[config.mk]
export PLATFORM = sky130hd
export DESIGN_NAME = halt_ctrl_reg
export DESIGN_NICKNAME = d
export VERILOG_FILES = /design/src/rtl/hcr_pkg.sv /design/src/rtl/hcr_ctrl.sv /design/src/rtl/hcr_dpath.sv /design/src/rtl/halt_ctrl_reg.sv
export SDC_FILE = /design/constraint.sdc
export NUM_CORES = 1
export LEC_CHECK = 0
export BUFFER_PORTS_ARGS = -buffer_cell sky130_fd_sc_hd__buf_2
export CAP_MARGIN = 20
export CORE_MARGIN = 3
export CORE_UTILIZATION = 37
export CTS_CLUSTER_DIAMETER = 50
export DETAILED_ROUTE_END_ITERATION = 8
export PLACE_DENSITY_LB_ADDON = 0.3
export REMOVE_ABC_BUFFERS = 1
export SYNTH_ARGS = -nofsm -noshare
export SYNTH_HDL_FRONTEND = slang
export SYNTH_HIERARCHICAL = 1
export SYNTH_SLANG_ARGS = --single-unit
export TNS_END_PERCENT = 5
[constraint.sdc]
create_clock -name clk -period 2.4 [get_ports clk]
set_clock_uncertainty 0.2 [all_clocks]
set_input_delay 0.24 -clock clk [delete_from_list [all_inputs] [get_ports clk]]
set_output_delay 0.24 -clock clk [all_outputs]
set_load 0.1 [all_outputs]
[src/rtl/hcr_pkg.sv]
package hcr_pkg;
  localparam int DW       = 32;
  localparam int KEY_LSB  = 16;
  localparam int KEY_W    = DW - KEY_LSB;
  localparam int CTRL_W   = 4;
  // read-word bit positions (decoded by the debugger)
  localparam int XRDY_B   = 16;
  localparam int HLTD_B   = 17;
  localparam int SLP_B    = 18;
  localparam int LOCK_B   = 19;
  localparam int RET_B    = 24;
  localparam int RST_B    = 25;
  localparam int NUM_EVT  = 2;
  localparam int EVT_RET  = 0;
  localparam int EVT_RST  = 1;

  // [0]=enable [1]=halt [2]=step [3]=mask
  typedef struct packed {
    logic mask;
    logic step;
    logic halt;
    logic en;
  } ctrlBits_t;

  typedef struct packed {
    logic wr;
    logic rd;
  } hcrStrb_t;
endpackage

[src/rtl/hcr_ctrl.sv]
module hcr_ctrl
  import hcr_pkg::*;
#(
  parameter int ADDR_W   = 12,
  parameter logic [ADDR_W-1:0] REG_ADDR = 12'hDF0,
  parameter logic [KEY_W-1:0]  KEY      = 16'hA05F
)(
  input  logic              clk,
  input  logic              rstN,
  input  logic [ADDR_W-1:0] busAddr,
  input  logic              busWrEn,
  input  logic              busRdEn,
  input  logic [KEY_W-1:0]  wrKey,
  output hcrStrb_t          strb
);
  logic hit;
  logic keyOk;

  assign hit    = (busAddr == REG_ADDR);
  assign keyOk  = (wrKey == KEY);
  assign strb.wr = busWrEn && hit && keyOk;
  assign strb.rd = busRdEn && hit;

  // no strobe leaves this decoder for a foreign address
  a_r10_no_foreign: assert property (@(posedge clk) disable iff (!rstN)
    (busAddr != REG_ADDR) |-> (strb == '0));
endmodule

[src/rtl/hcr_dpath.sv]
module hcr_dpath
  import hcr_pkg::*;
(
  input  logic              clk,
  input  logic              rstN,
  input  hcrStrb_t          strb,
  input  logic [CTRL_W-1:0] wrCtrl,
  input  logic [NUM_EVT-1:0] evtIn,
  input  logic              coreSleep,
  input  logic              coreLockup,
  input  logic              coreHalted,
  input  logic              coreXferRdy,
  output ctrlBits_t         ctrlQ,
  output logic [DW-1:0]     rdData
);
  logic [NUM_EVT-1:0] stickyQ;
  logic [DW-1:0]      rdWord;

  always_ff @(posedge clk or negedge rstN) begin
    if (!rstN)        ctrlQ <= '0;
    else if (strb.wr) ctrlQ <= ctrlBits_t'(wrCtrl);
  end

  for (genvar g = 0; g < NUM_EVT; g++) begin : gSticky
    always_ff @(posedge clk or negedge rstN) begin
      if (!rstN) stickyQ[g] <= 1'b0;
      else       stickyQ[g] <= (stickyQ[g] && !strb.rd) || evtIn[g];
    end
  end

  always_comb begin
    rdWord             = '0;
    rdWord[CTRL_W-1:0] = ctrlQ;
    rdWord[XRDY_B]     = coreXferRdy;
    rdWord[HLTD_B]     = coreHalted;
    rdWord[SLP_B]      = coreSleep;
    rdWord[LOCK_B]     = coreLockup;
    rdWord[RET_B]      = stickyQ[EVT_RET];
    rdWord[RST_B]      = stickyQ[EVT_RST];
  end

  always_ff @(posedge clk or negedge rstN) begin
    if (!rstN) rdData <= '0;
    else       rdData <= strb.rd ? rdWord : '0;
  end

  // control word moves only after an accepted write
  a_r1_hold_unkeyed: assert property (@(posedge clk) disable iff (!rstN)
    !strb.wr |=> $stable(ctrlQ));
  // clearing read with no new reset event drops the flag
  a_r3_rst_clear: assert property (@(posedge clk) disable iff (!rstN)
    (strb.rd && !evtIn[EVT_RST]) |=> !stickyQ[EVT_RST]);
  // same for the retire flag
  a_r4_ret_clear: assert property (@(posedge clk) disable iff (!rstN)
    (strb.rd && !evtIn[EVT_RET]) |=> !stickyQ[EVT_RET]);
  // an event is always recorded, read or not
  a_r6_evt_kept: assert property (@(posedge clk) disable iff (!rstN)
    evtIn[EVT_RET] |=> stickyQ[EVT_RET]);
  // status field mirrors inputs at the reading edge
  a_r5_status: assert property (@(posedge clk) disable iff (!rstN)
    strb.rd |=> rdData[LOCK_B:XRDY_B] ==
      $past({coreLockup, coreSleep, coreHalted, coreXferRdy}));
  // reserved bits read zero
  a_r8_rsvd: assert property (@(posedge clk) disable iff (!rstN)
    (rdData[31:26] == '0) && (rdData[23:20] == '0) && (rdData[15:4] == '0));
endmodule

[src/rtl/halt_ctrl_reg.sv]
module halt_ctrl_reg
  import hcr_pkg::*;
#(
  parameter int ADDR_W = 12,
  parameter logic [ADDR_W-1:0] REG_ADDR = 12'hDF0,
  parameter logic [15:0] KEY = 16'hA05F
)(
  input  logic              clk,
  input  logic              rstN,
  input  logic [ADDR_W-1:0] busAddr,
  input  logic              busWrEn,
  input  logic              busRdEn,
  input  logic [31:0]       busWrData,
  output logic [31:0]       busRdData,
  input  logic              coreRstEvt,
  input  logic              coreRetire,
  input  logic              coreSleep,
  input  logic              coreLockup,
  input  logic              coreHalted,
  input  logic              coreXferRdy,
  output logic              dbgEn,
  output logic              haltReq,
  output logic              stepEn,
  output logic              intMask
);
  hcrStrb_t  strb;
  ctrlBits_t ctrlQ;
  logic [NUM_EVT-1:0] evtIn;

  assign evtIn[EVT_RET] = coreRetire;
  assign evtIn[EVT_RST] = coreRstEvt;

  hcr_ctrl #(.ADDR_W(ADDR_W), .REG_ADDR(REG_ADDR), .KEY(KEY)) i_ctrl (
    .clk(clk), .rstN(rstN), .busAddr(busAddr), .busWrEn(busWrEn),
    .busRdEn(busRdEn), .wrKey(busWrData[DW-1:KEY_LSB]), .strb(strb)
  );

  hcr_dpath i_dpath (
    .clk(clk), .rstN(rstN), .strb(strb), .wrCtrl(busWrData[CTRL_W-1:0]),
    .evtIn(evtIn), .coreSleep(coreSleep), .coreLockup(coreLockup),
    .coreHalted(coreHalted), .coreXferRdy(coreXferRdy),
    .ctrlQ(ctrlQ), .rdData(busRdData)
  );

  assign dbgEn   = ctrlQ.en;
  assign haltReq = ctrlQ.en & ctrlQ.halt;
  assign stepEn  = ctrlQ.en & ctrlQ.step;
  assign intMask = ctrlQ.en & ctrlQ.mask;

  // gated outputs stay low without debug enable
  a_r7_gated: assert property (@(posedge clk) disable iff (!rstN)
    !dbgEn |-> !(haltReq || stepEn || intMask));
endmodule

Word level (Yosys, flattened, before mapping)

Cells that the tools add are included.

Bits in registers: 32
Input port bits: 54
Output and inout port bits: 36
Word-level logic and storage cells: 21

Eq/ne operators: 2
Multiplexer cells: 1
Bitwise logic cells: 3
Reductions and logical operators: 8

Operators by type and width:

| operator                                    | count |
|---|---|
| two-way mux 26 bit                          | 1 |
| equality test 16 bit, second input constant | 1 |
| equality test 12 bit, second input constant | 1 |
| logical AND 1 bit                           | 5 |
| AND 1 bit                                   | 3 |
| logical OR 1 bit                            | 2 |
| zero test 1 bit                             | 1 |

Depth between registers and ports, before layout

Gate-level depths: netlist of run 1.

Word-level depth: 5
Depth in mapped cells: 5
Depth with buffers taken out: 5

Cells and area by module

Netlist of run 1, hierarchy kept.

Modules (own cells, without submodules):

| module        | times used | cells each | area each (um^2) | seq. area each (um^2) |
|---|---|---|---|---|
| hcr_dpath     | 1          | 61         | 730.7            | 400.4 |
| hcr_ctrl      | 1          | 13         | 96.3             | 0.0 |
| halt_ctrl_reg | 1          | 3          | 18.8             | 0.0 |

Least setup slack after synthesis of run 1

Ideal clock, no wire load.

Path kind: flip-flop to output port
From: register, netlist name i_dpath/ctrlQ[0]
To: output port intMask
Arrival: 1,431 ps
Required time: 1,960 ps
Setup slack: 529 ps
Cell stages (with the launch flop): 3
Buffers on the path: 1
Path through: dfrtp_1 buf_4 and2_1

Longest elaborated chain between the ends: 1

Ends and longest elaborated chain:

| what      | RTL line            | RTL |
|---|---|---|
| AND 1 bit | halt_ctrl_reg.sv:48 | `assign intMask = ctrlQ.en & ctrlQ.mask;` |
| to (decl) | halt_ctrl_reg.sv:24 | `output logic intMask` |

No other way between the ends.

==> reports/results.tsv, run 1 <==
stage	metric	value	unit
synth	EDFF count, synth	0	
timing	Fin. Hold Viols	0	
clock_tree	post_cts resized	0	
timing	RSZ-0062 raised after global routing	no	
run_status	status	finished, final reports clean	
timing	final worst path period share	0.7122	
power	peak supply drop	321.9	µV
drt	drt total wl	1841	µm
synth	Post-Syn Area	845.8	µm²
setup_path	CP Class	in2reg	
timing	pins over their slew limit	0	
floorplanning	die area	2896	µm²
timing	fmax	0.5850	GHz
setup_path	Max Fanout on Critical Path	4	
clock_tree	clk root buf	clkbuf_4	
layout	area of the multi-input gates	320.3	µm²
grt	total gr overflow	0	
power	Leak Pwr	0.6804	nW
placed_design	DPL Wire Length	1463	µm
setup_path	Critical Path Start Type	input pin	
setup_path	WP data arrival	1.66	ns
layout	ANT cells	0	
setup_path	Largest delay share family, worst path	simple AND/OR/NAND/NOR gates	
timing	final setup fails	0	
clock_tree	hold_buf cts	11	
clock_tree	clk buf depth	2	
clock_tree	postcts setup bufs	0	
floorplanning	I/O pins	90	
synth	top_reg_cell synth	dfrtp_1	
drt	DRT iter0 DRCs	1	
placed_design	RD Place Congestion	0.6132	
layout	fraction of layout cells with a size suffix above 1	0.4326	
setup_path	endpoint type of the worst setup path	register	
synth	Post-synth top cells	buf_4, dfrtp_1, and2_1, mux2_1, nor2_1	
synth	cell taking the most area after synthesis	dfrtp_1	
floorplanning	Core ar.	2062	µm²
clock_tree	TritonCTS clock tree	done	
worst_hold_path	Hold Crit Class	in2async	
synth	Seq/Total Area, Yosys	0.4734	
grt	global-route wire length before repair	2718	µm
clock_tree	Reg clk slew, reported paths	0.08	ns
layout	finished layout cell area	1174	µm²
clock_tree	worst-skew pair later-pin latency	0.27	ns
layout	fin util	0.5692	
synth	top cell type's share of synthesized area	0.4734	
synth	synthesized flop and latch total	16	
synth	synth top area cells	dfrtp_1, buf_4, and2_1	
synth	Yosys cell types	16	
setup_path	Worst path slowest cell	nor4_2	
grt	vias in the first global route	692	
setup_path	Critical Path Stages	5	
timing	setup TNS	0	ns
clock_tree	number of buffers created by CTS	3	
setup_path	Data required, critical path	2.35	ns
timing	Max-Slew Margin vs Limit	0.6481	
synth	count leader, synth	buf_4	
synth	post-synthesis cell count	77	
drt	Vias/cell	4.143	
synth	Async SR Flop Fraction	1.000	
clock_tree	Clock Sinks	16	
power	Power per Cell Area	513.5	nW/µm²
grt	Global Route Usage Sum	0.1312	
synth	syn_area_per_cell	10.98	µm²
drt	Vias	696	
layout	Seq. cell area	400.4	µm²
timing	final worst path period need	1.709	ns
drt	Pre-antenna DRT Iters	4	
placed_design	Buffers on Ports	55	
layout	Area growth syn-to-layout	38.76	%
drt	# DRC	0	
grt	initial antenna violation count	0	
drt	Final ANT Viol Nets	0	
layout	filler instances	187	
timing	slew of the pin with the lowest slew margin	0.5235	ns
job	number of max-cap violations	0	
clock_tree	H-tree Lvls	1	
setup_path	worst reg-to-reg path cell count	1	
floorplanning	die width	53.81	µm
setup_path	Buf+Inv Stages, Crit Path	1	
floorplanning	Site Rows	16	
setup_path	Slowest Stage Delay on Critical Path	0.49	ns
floorplanning	Die Span Y	53.81	µm
drt	wire per inst	10.96	µm
synth	synth warn	6	
placed_design	DP Area	1041	µm²
grt	largest net degree at the start of global routing	17	
setup_path	critical-path cell list	buf_2 > nor4bb_1 > nand4_1 > nor4_2 > mux2_1	
layout	post-layout net count	197	
floorplanning	Initial Utilization	0.4102	
## per-stage QoR
stage               power [W]  hold slack [ns]  instances  setup WS, ns
floorplan           0.0004274          -0.2556         71        0.1543
global placement    0.0004631         -0.04129        154        0.3863
detailed placement  0.0004646         -0.03324        154        0.3469
CTS                 0.0006118           0.1925        168        0.6508
global route        0.0006344           0.2292        168        0.5665
finish              0.0006027           0.1977        168        0.6907
## sequential cells by signal, summed over array words and instances, names as in the netlist
signal / cells
i_dpath/ctrlQ: 4
i_dpath/rdWord: 2
i_dpath/rdData: 10
## report_power, final
| part | internal [W] | leakage (nW) | switching (W) | total [W] |
|---|---|---|---|---|
| Combinational | 0.0000375 | 0.453 | 0.000167 | 0.000205 |
| Clock | 0.0000580 | 0.0138 | 0.0000707 | 0.000129 |
| Sequential | 0.000269 | 0.213 | 0.00000000591 | 0.000269 |
## cells in the final DEF, fill, tap and decap left out
cell type	netlist	final
mux2_1	4	4
buf_4	26	1
buf_2	1	55
nand4b_1	1	1
nor4_2	2	2
and2_1	13	13
and4b_1	2	2
nand2_1	1	1
nor2_1	3	3
nand4_1	2	2
inv_1	1	1
conb_1	1	22
a21o_1	2	2
dfrtp_1	16	16
nand3_1	1	1
clkbuf_4	0	3
dlygate4sd3_1	0	11
nor4bb_1	1	1
## cells by family (layout without fill, tap and decap cells)
group / count (synthesis) / in the layout / synth area share
and+or+nand+nor: 26 / 26 / 0.2100
other: 1 / 22 / 0.004434
AOI/OAI and AO/OA: 2 / 2 / 0.01775
muxes: 4 / 4 / 0.05325
buffers and inverters: 28 / 71 / 0.2411
DFF: 16 / 16 / 0.4734
## per-layer routing
layer	track usage	vias to the layer above	part of all wire
li1	-	332	-
met1	0.1340	307	0.32
met2	0.2540	55	0.54
met3	0.01939	2	0.14
met4	0.06383	0	0.0022
met5	0	-	0
## path summary, 6_finish.rpt
kind | start | end | slack [ns]
worst max-delay path | busAddr[1] | i_dpath/ctrlQ[1] | 0.69
min in group clk | busWrData[16] | i_dpath/ctrlQ[0] | 0.23
max in group asynchronous | rstN | i_dpath/rdWord[24] | 1.55
worst max register to register | i_dpath/ctrlQ[0] | i_dpath/ctrlQ[0] | 1.38
worst min-delay path | rstN | i_dpath/rdData[0] | 0.20
worst min register to register | i_dpath/rdWord[24] | i_dpath/rdWord[24] | 0.28
## area by class of cell
type	count	area share
Clock buffer	3	0.01919
Inverter	1	0.003198
Multi-Input combinational cell	54	0.2729
Sequential cell	16	0.3412
Tap cell	27	0.02878
Timing Repair Buffer	67	0.3348
(Power assumes the default switching activity.)
==> run 2, diff against run 1 <==
Settings changed: CORE_UTILIZATION 37 to 31.
Clock period 2.4 ns to 1.5 ns, I/O delays scaled along.
==> reports/results.tsv, run 2 (synthesis gave the netlist of run 1 again) <==
stage	metric	value	unit	change
layout	area of the multi-input gates	332.8	µm²	was 320.3 µm²
setup_path	CP Class	reg2out		was in2reg
clock_tree	number of buffers created by CTS	3		unchanged
drt	Vias/cell	3.994		was 4.143
timing	final setup fails	0		unchanged
placed_design	Buffers on Ports	55		unchanged
clock_tree	clk buf depth	2		unchanged
drt	wire per inst	10.63	µm	was 10.96 µm
power	peak supply drop	496.6	µV	was 321.9 µV
floorplanning	Core ar.	2545	µm²	was 2062 µm²
timing	setup TNS	0	ns	unchanged
floorplanning	Site Rows	18		was 16
drt	Final ANT Viol Nets	0		unchanged
floorplanning	Die Span Y	58.24	µm	was 53.81 µm
setup_path	Slowest Stage Delay on Critical Path	0.44	ns	was 0.49 ns
grt	global-route wire length before repair	2663	µm	was 2718 µm
layout	finished layout cell area	1280	µm²	was 1174 µm²
layout	most common cell after layout, fill and taps aside	buf_2		unchanged
timing	fmax	0.6876	GHz	
layout	Area growth syn-to-layout	51.33	%	was 38.76%
placed_design	RD Place Congestion	0.7012		was 0.6132
floorplanning	die area	3391	µm²	was 2896 µm²
clock_tree	postcts setup bufs	0		unchanged
clock_tree	worst-skew pair later-pin latency	0.28	ns	was 0.27 ns
grt	largest net degree at the start of global routing	17		unchanged
drt	Pre-antenna DRT Iters	2		was 4
setup_path	Worst path slowest cell	dfrtp_2		was nor4_2
power	Leak Pwr	0.7084	nW	was 0.6804 nW
grt	initial antenna violation count	0		unchanged
worst_hold_path	Hold Crit Class	in2reg		was in2async
drt	drt total wl	1850	µm	was 1841 µm
clock_tree	clk root buf	clkbuf_4		unchanged
timing	final worst path period need	1.454	ns	
layout	ANT cells	0		unchanged
clock_tree	TritonCTS clock tree	done		unchanged
placed_design	DPL Wire Length	1598	µm	was 1463 µm
layout	most frequent cells in the layout	buf_2, conb_1, dfrtp_1		unchanged
layout	max reg flops	10		unchanged
run_status	status	finished, final reports clean		unchanged
layout	post-layout net count	199		was 197
layout	filler instances	246		was 187
timing	Fin. Hold Viols	0		unchanged
clock_tree	Reg clk slew, reported paths	0.09	ns	was 0.08 ns
timing	pins over their slew limit	0		unchanged
layout	Seq. cell area	401.6	µm²	was 400.4 µm²
floorplanning	Initial Utilization	0.3323		was 0.4102
setup_path	Critical Path Start Type	register		was input pin
setup_path	endpoint type of the worst setup path	primary output		was register
placed_design	DP Area	1120	µm²	was 1041 µm²
drt	DRT iter0 DRCs	10		was 1
floorplanning	I/O pins	90		unchanged
timing	final worst path period share	0.9696		
setup_path	Data required, critical path	1.15	ns	was 2.35 ns
layout	fraction of layout cells with a size suffix above 1	0.4722		was 0.4326
timing	RSZ-0062 raised after global routing	yes		was no
layout	Reg with most FFs	i_dpath/rdData		unchanged
setup_path	Max Fanout on Critical Path	6		was 4
grt	Global Route Usage Sum	0.1035		was 0.1312
setup_path	critical-path cell list	and2_1 > buf_12		was buf_2 > nor4bb_1 > nand4_1 > nor4_2 > mux2_1
grt	total gr overflow	0		unchanged
drt	# DRC	0		unchanged
job	number of max-cap violations	0		unchanged
timing	final worst setup slack	0.04556	ns	was 0.6907 ns
clock_tree	H-tree Lvls	1		unchanged
placed_design	pre-CTS setup slack	-0.2771	ns	was 0.3469 ns
power	Power per Cell Area	811.5	nW/µm²	was 513.5 nW/µm²
drt	Vias	695		was 696
grt	vias in the first global route	683		was 692
setup_path	WP data arrival	1.10	ns	was 1.66 ns
floorplanning	die width	58.24	µm	was 53.81 µm
clock_tree	Clock Sinks	16		unchanged
run 2: cell count changes in the layout (fill, tap and decap cells not counted), sizes merged:
| cell | before | now |
|---|---|---|
| buf | 56 | 58 |
| clkbuf | 3 | 4 |
run 2: repair_timing:
action	in CTS	in global routing
resized for setup	1	3
gates cloned	0	0
hold endpoints to repair	26	0
pin swaps	0	1
hold buffers	11	0
endpoints found under the setup margin	3	5
run 2: area by class of cell:
class,instances,share of cell area
well taps,30,0.02933
multi-input cells,54,0.2600
flip-flops and latches,16,0.3138
inverters,1,0.002933
clock buffers,4,0.02835
repair buffers,69,0.3656
run 2: report_power, final:
group	internal [W]	switching, W	total, W
sequential	0.000431	0.00000000787	0.000431
combinational	0.0000609	0.000269	0.000330
clock	0.000148	0.000130	0.000278
run 2: critical path: cells and delay by family (launching register included):
kind / cells / cell delay, ns
DFF: 1 / 0.44
buffers and inverters: 1 / 0.18
and+or+nand+nor: 1 / 0.20
run 2: per-stage QoR:
stage / std cells / utilization / hold WS [ns] / power, W
2_1_floorplan: 71 / - / -0.3456 / 0.0006838
3_3_place_gp: 159 / 0.4400 / -0.1299 / 0.0007443
3_5_place_dp: 159 / 0.4400 / -0.1170 / 0.0007457
4_1_cts: 174 / 0.4980 / 0.06412 / 0.001055
5_1_grt: 174 / 0.5030 / 0.09871 / 0.001083
6_report: 174 / 0.5030 / 0.07475 / 0.001039
run 2: worst paths after layout:
kind,cells after the start,start,slack [ns],endpoint
max,2,i_dpath/ctrlQ[0],0.05,stepEn
min,5,busRdEn,0.07,i_dpath/rdWord[25]
max reg2reg,1,i_dpath/ctrlQ[0],0.45,i_dpath/ctrlQ[0]
min reg2reg,1,i_dpath/rdWord[25],0.28,i_dpath/rdWord[25]
max in group asynchronous,2,rstN,0.73,i_dpath/ctrlQ[0]
min in group asynchronous,2,rstN,0.10,i_dpath/rdData[2]
run 2: routing by layer:
metal | routed length, µm | vias up | track usage | share of wire
li1 | - | 338 | - | -
met1 | 629 | 298 | 0.1193 | 0.34
met2 | 945 | 59 | 0.1887 | 0.51
met3 | 274 | 0 | 0.02450 | 0.15
met4 | 0 | 0 | 0.02980 | 0
met5 | 0 | - | 0 | 0
